--- config.mk ---
export PLATFORM = sky130hd
export DESIGN_NAME = gain_offset_trim
export DESIGN_NICKNAME = d
export VERILOG_FILES = /design/src/rtl/trim_pkg.sv /design/src/rtl/trim_ctrl.sv /design/src/rtl/trim_regs.sv /design/src/rtl/trim_math.sv /design/src/rtl/gain_offset_trim.sv
export SDC_FILE = /design/constraint.sdc
export NUM_CORES = 2
export LEC_CHECK = 0
export CORE_MARGIN = 2
export CORE_UTILIZATION = 40
export DETAILED_ROUTE_END_ITERATION = 7
export DONT_BUFFER_PORTS = 1
export GPL_TIMING_DRIVEN = 0
export SKIP_CTS_REPAIR_TIMING = 1
export SLEW_MARGIN = 10
export SYNTH_ARGS = -nofsm -noshare
export SYNTH_HDL_FRONTEND = slang
export SYNTH_SLANG_ARGS = --single-unit
--- constraint.sdc ---
create_clock -name clk -period 24.4 [get_ports clk]
set_clock_uncertainty 0.1 [all_clocks]
set_input_delay 1.22 -clock clk [delete_from_list [all_inputs] [get_ports clk]]
set_output_delay 1.22 -clock clk [all_outputs]
set_load 0.03 [all_outputs]
--- src/rtl/trim_pkg.sv ---
package trim_pkg;

  typedef enum logic [1:0] {
    SEL_GAIN   = 2'b00,
    SEL_OFFSET = 2'b01,
    SEL_DATA   = 2'b10,
    SEL_NONE   = 2'b11
  } wr_sel_e;

  typedef struct packed {
    logic gainWr;
    logic offsetWr;
    logic dataWr;
    logic launch;
    logic fromReg;
  } ctrl_strobe_t;

endpackage

--- src/rtl/trim_ctrl.sv ---
module trim_ctrl
  import trim_pkg::*;
#(
  parameter int NUM_CH = 8,
  localparam int CH_W = $clog2(NUM_CH)
) (
  input  logic             clk,
  input  logic             rst,
  input  logic             wrEn,
  input  logic [1:0]       wrSel,
  input  logic [CH_W-1:0]  wrCh,
  input  logic             reqValid,
  input  logic [CH_W-1:0]  reqCh,
  output ctrl_strobe_t     strobe,
  output logic [CH_W-1:0]  launchCh,
  output logic             s1Valid,
  output logic             outValid,
  output logic [CH_W-1:0]  outCh
);

  wr_sel_e sel;
  logic [CH_W-1:0] s1Ch;

  assign sel = wr_sel_e'(wrSel);

  // Decode the write into strobes; a data write claims the pipeline entry.
  always_comb begin
    strobe = '0;
    if (wrEn) begin
      case (sel)
        SEL_GAIN:   strobe.gainWr   = 1'b1;
        SEL_OFFSET: strobe.offsetWr = 1'b1;
        SEL_DATA:   strobe.dataWr   = 1'b1;
        default:    ;
      endcase
    end
    strobe.launch  = strobe.dataWr | reqValid;
    strobe.fromReg = ~strobe.dataWr;
  end

  assign launchCh = strobe.dataWr ? wrCh : reqCh;

  // Valid and channel travel alongside the two datapath stages.
  always_ff @(posedge clk) begin
    if (rst) begin
      s1Valid  <= 1'b0;
      s1Ch     <= '0;
      outValid <= 1'b0;
      outCh    <= '0;
    end else begin
      s1Valid  <= strobe.launch;
      outValid <= s1Valid;
      if (strobe.launch) s1Ch  <= launchCh;
      if (s1Valid)       outCh <= s1Ch;
    end
  end

endmodule

--- src/rtl/trim_regs.sv ---
module trim_regs #(
  parameter int DATA_W = 16,
  parameter int NUM_CH = 8,
  localparam int CH_W = $clog2(NUM_CH)
) (
  input  logic              clk,
  input  logic              rst,
  input  logic              gainWr,
  input  logic              offsetWr,
  input  logic              dataWr,
  input  logic [CH_W-1:0]   wrCh,
  input  logic [DATA_W-1:0] wrData,
  input  logic [CH_W-1:0]   rdCh,
  output logic [DATA_W-1:0] rdGain,
  output logic [DATA_W-1:0] rdOffset,
  output logic [DATA_W-1:0] rdData
);

  localparam logic [DATA_W-1:0] GAIN_RST = '1;
  localparam logic [DATA_W-1:0] OFFS_RST = {1'b1, {(DATA_W-1){1'b0}}};

  logic [NUM_CH-1:0][DATA_W-1:0] gainBus;
  logic [NUM_CH-1:0][DATA_W-1:0] offsetBus;
  logic [NUM_CH-1:0][DATA_W-1:0] dataBus;

  for (genvar g = 0; g < NUM_CH; g++) begin : g_chan
    logic              hit;
    logic [DATA_W-1:0] gainQ;
    logic [DATA_W-1:0] offsetQ;
    logic [DATA_W-1:0] dataQ;

    assign hit = (wrCh == CH_W'(g));

    always_ff @(posedge clk) begin
      if (rst) begin
        gainQ   <= GAIN_RST;
        offsetQ <= OFFS_RST;
        dataQ   <= '0;
      end else if (hit) begin
        if (gainWr)   gainQ   <= wrData;
        if (offsetWr) offsetQ <= wrData;
        if (dataWr)   dataQ   <= wrData;
      end
    end

    assign gainBus[g]   = gainQ;
    assign offsetBus[g] = offsetQ;
    assign dataBus[g]   = dataQ;
  end

  assign rdGain   = gainBus[rdCh];
  assign rdOffset = offsetBus[rdCh];
  assign rdData   = dataBus[rdCh];

endmodule

--- src/rtl/trim_math.sv ---
module trim_math #(
  parameter int DATA_W = 16,
  localparam int PROD_W = 2 * DATA_W + 1,
  localparam int SCL_W  = DATA_W + 1,
  localparam int SUM_W  = DATA_W + 2
) (
  input  logic                    clk,
  input  logic                    rst,
  input  logic                    launch,
  input  logic                    fromReg,
  input  logic                    s1Valid,
  input  logic [DATA_W-1:0]       wrData,
  input  logic [DATA_W-1:0]       regData,
  input  logic [DATA_W-1:0]       gain,
  input  logic [DATA_W-1:0]       offset,
  output logic signed [SUM_W-1:0] rawSum,
  output logic [DATA_W-1:0]       outCode
);

  localparam logic [SUM_W-1:0]        MID_EXT = SUM_W'({1'b1, {(DATA_W-1){1'b0}}});
  localparam logic signed [SUM_W-1:0] TOP_EXT = SUM_W'({DATA_W{1'b1}});

  logic [DATA_W-1:0] code;
  logic [SCL_W-1:0]  gainP1;
  logic [PROD_W-1:0] fullProd;
  logic [SCL_W-1:0]  scaled;
  logic [SCL_W-1:0]  s1Scaled;
  logic [DATA_W-1:0] s1Offset;
  logic [DATA_W-1:0] satCode;

  // Stage 1: pick the code, scale by (gain + 1) / 2^N.
  assign code     = fromReg ? regData : wrData;
  assign gainP1   = {1'b0, gain} + SCL_W'(1);
  assign fullProd = PROD_W'(code) * PROD_W'(gainP1);
  assign scaled   = SCL_W'(fullProd >> DATA_W);

  always_ff @(posedge clk) begin
    if (rst) begin
      s1Scaled <= '0;
      s1Offset <= '0;
    end else if (launch) begin
      s1Scaled <= scaled;
      s1Offset <= offset;
    end
  end

  // Stage 2: add the offset about mid-scale and clamp to the code range.
  assign rawSum = SUM_W'({1'b0, s1Scaled}) + SUM_W'({2'b00, s1Offset}) - MID_EXT;

  always_comb begin
    if (rawSum[SUM_W-1])      satCode = '0;
    else if (rawSum > TOP_EXT) satCode = '1;
    else                       satCode = rawSum[DATA_W-1:0];
  end

  always_ff @(posedge clk) begin
    if (rst)          outCode <= '0;
    else if (s1Valid) outCode <= satCode;
  end

endmodule

--- src/rtl/gain_offset_trim.sv ---
module gain_offset_trim
  import trim_pkg::*;
#(
  parameter int DATA_W = 16,
  parameter int NUM_CH = 8
) (
  input  logic                       clk,
  input  logic                       rst,
  input  logic                       wrEn,
  input  logic [1:0]                 wrSel,
  input  logic [$clog2(NUM_CH)-1:0]  wrCh,
  input  logic [DATA_W-1:0]          wrData,
  input  logic                       reqValid,
  input  logic [$clog2(NUM_CH)-1:0]  reqCh,
  output logic                       outValid,
  output logic [$clog2(NUM_CH)-1:0]  outCh,
  output logic [DATA_W-1:0]          outCode
);

  localparam int CH_W  = $clog2(NUM_CH);
  localparam int SUM_W = DATA_W + 2;

  ctrl_strobe_t             strobe;
  logic [CH_W-1:0]          launchCh;
  logic                     s1Valid;
  logic [DATA_W-1:0]        rdGain;
  logic [DATA_W-1:0]        rdOffset;
  logic [DATA_W-1:0]        rdData;
  logic signed [SUM_W-1:0]  rawSum;

  trim_ctrl #(.NUM_CH(NUM_CH)) u_ctrl (
    .clk      (clk),
    .rst      (rst),
    .wrEn     (wrEn),
    .wrSel    (wrSel),
    .wrCh     (wrCh),
    .reqValid (reqValid),
    .reqCh    (reqCh),
    .strobe   (strobe),
    .launchCh (launchCh),
    .s1Valid  (s1Valid),
    .outValid (outValid),
    .outCh    (outCh)
  );

  trim_regs #(.DATA_W(DATA_W), .NUM_CH(NUM_CH)) u_regs (
    .clk      (clk),
    .rst      (rst),
    .gainWr   (strobe.gainWr),
    .offsetWr (strobe.offsetWr),
    .dataWr   (strobe.dataWr),
    .wrCh     (wrCh),
    .wrData   (wrData),
    .rdCh     (launchCh),
    .rdGain   (rdGain),
    .rdOffset (rdOffset),
    .rdData   (rdData)
  );

  trim_math #(.DATA_W(DATA_W)) u_math (
    .clk     (clk),
    .rst     (rst),
    .launch  (strobe.launch),
    .fromReg (strobe.fromReg),
    .s1Valid (s1Valid),
    .wrData  (wrData),
    .regData (rdData),
    .gain    (rdGain),
    .offset  (rdOffset),
    .rawSum  (rawSum),
    .outCode (outCode)
  );

endmodule

==> out/qor.txt <==
status = complete, no violations
Mapped Area = 28900 sq um
TritonCTS clock tree = yes
Core Util, Final = 0.444
Buf/Inv on CP = 8
drt pass-1 iters = 6
CP delay by family, top = adder cells
nets@finish = 4089
Hold Path Class = register to register
fraction of layout cells with a size suffix above 1 = 0.0373
first-pass GRT wire length = 151000 microns
CP required = 24.79 ns
Initial Utilization = 0.404
period utilization = 0.507
WP data arrival = 12.75 ns
filler cell count = 7271
Avg WL per Cell = 21.2 microns
area occupied by multi-input gates = 18000 sq um
clk slew on worst S/H paths = 0.06 ns
Static Leak = 12.7 nW
core region area = 71500 sq um
most frequent cells in the layout = 1082 x nand2_1, 441 x dfxtp_1, 278 x a21oi_1
number of synthesized register bits = 441
Sink Count = 441
number of I/O port buffers = 0
CP max stage delay = 0.92 ns
grt ovf = 0
Finished Cell Area = 31700 sq um
Least-Margin Pin Slew = 1.38 ns
number of max-cap violations = 0
Startpoint Class = input port
Syn-to-layout area delta = 9.76%
WS Path Type = input port to register
via count = 25400
cell at the slowest stage of the critical path = xor2_1
CTS H-tree depth = 2
register area share after synthesis = 0.305
synth unique cells = 68
I/O pins = 48
CTS buffer count = 47
vias in the first global route = 24800
Tmin final = 12.36 ns
Final Hold Fails = 0
row cnt = 98
commonest non-fill, non-tap cell in the layout = nand2_1
GRT Total Usage = 0.266
gpl congestion = 0.968
Slew headroom = 0.0785
setup TNS = 0 ns
Power Density = 116 nW/um^2
antenna violations before repair = 2
Post-synth EDFFs = 0
Highest Clock Rate = 80.9 MHz
worst vdd ir = 0.000321 V
Post-DP Area = 30100 sq um
final-report max-slew violation count = 0
Die Y-Extent = 273 microns
chip width = 273 microns
pre-CTS worst setup slack = 11.67 ns
register area = 8830 sq um
Critical Path End Type = register
most used cell, CP = fa_1
Max Fanout on Critical Path = 10
Setup Viol. Count Final = 0
dpl cells = 4619
Max Buffers Root-to-Sink = 3
final non-filler cell total = 4709
Syn Area/Cell = 7.88 sq um
WL final = 99800 microns
Avg Vias per Cell = 5.40
Async SR Flop Fraction = 0
Primary FF master, synth = dfxtp_1
cells after synthesis = 3669
Root Buffer = clkbuf_16
Syn Nets = 4040
RSZ-0062 raised after global routing = false
Final WS setup = 12.04 ns
die area = 74400 sq um
largest net degree at the start of global routing = 14
Final HPWL DP = 75800 microns
Ys Warns = 0
# DRC = 0
final antenna-violating net count = 0
insertion delay to the later sink of the worst-skew pair = 0.60 ns
DR iter-0 viols = 2636
## power breakdown
| part | internal (mW) | switching (mW) |
|---|---|---|
| sequential | 0.746 | 0.0168 |
| clock | 0.435 | 0.319 |
| combinational | 0.872 | 1.30 |
## kinds of logic after synthesis
group                      synth area share
buffers and inverters                0.0707
muxes                                0.0229
xor gates and xnor gates             0.0139
DFF                                   0.305
and+or+nand+nor                       0.262
adders and majority gates             0.203
AOI/OAI and AO/OA                     0.122
## registers in the layout, indices dropped and copies added (netlist names)
name	count
u_ctrl.s1Ch	3
u_regs.g_chan.dataQ	128
u_math.s1Offset	16
u_regs.g_chan.gainQ	128
u_math.s1Scaled	17
u_ctrl.s1Valid	1
u_ctrl.outCh	3
u_ctrl.outValid	1
u_regs.g_chan.offsetQ	128
u_math.outCode	16
## per-stage QoR
step	hold slack [ns]	power [mW]
after floorplan	0.333	2.38
after global placement	0.341	2.96
after detailed placement	0.347	2.97
after CTS	0.355	3.73
after global routing	0.367	4.04
final	0.354	3.69
## path summary, 6_finish.rpt
kind	startpoint	endpoint	slack (ns)	cells past startpoint
max	wrCh[2]	u_math.s1Scaled[16]	12.04	34
max reg2reg	u_regs.g_chan[1].gainQ[0]	u_math.s1Scaled[16]	13.82	30
min reg2reg	u_regs.g_chan[0].offsetQ[3]	u_regs.g_chan[0].offsetQ[3]	0.35	2
min	u_regs.g_chan[0].offsetQ[3]	u_regs.g_chan[0].offsetQ[3]	0.35	2
## cell type report
cell class / instances / share of cell area
clock buffer: 71 / 0.0447
sequential: 441 / 0.278
buffer: 276 / 0.0358
clock inverter: 17 / 0.00584
antenna: 2 / 0.000158
multi-input combinational: 2710 / 0.569
inverter: 242 / 0.0286
tap: 950 / 0.0375
## synthesized netlist by cell type, types with 42 or more instances
cell type / number / area share
clkbuf_1: 211 / 0.027
nor2b_1: 129 / 0.028
nand3_1: 100 / 0.017
nand3b_1: 61 / 0.016
and3_1: 42 / 0.0091
nand2_1: 1082 / 0.14
inv_1: 242 / 0.031
nand2b_1: 42 / 0.0091
a21oi_1: 278 / 0.048
ha_1: 135 / 0.058
a311oi_1: 50 / 0.015
a211o_1: 81 / 0.025
fa_1: 208 / 0.14
nor2_1: 148 / 0.019
mux2i_1: 55 / 0.019
dfxtp_1: 441 / 0.31
## routing by layer
layer	global-route usage	wire length, microns	part of all wire
met3	0.0519	8050	0.081
met1	0.350	42400	0.43
met4	0.109	4480	0.045
met2	0.429	44800	0.45
met5	0	15	0.00015
## worst register-to-register path, delay by kind of cell (launching register included)
family | cells | cell delay, ns
muxes | 1 | 0.08
xor gates and xnor gates | 1 | 0.92
AOI/OAI and AO/OA | 9 | 2.96
adders and majority gates | 8 | 3.64
buffers and inverters | 6 | 0.88
and+or+nand+nor | 5 | 1.54
DFF | 1 | 0.35
No activity file was read; power rests on OpenSTA's default activity.
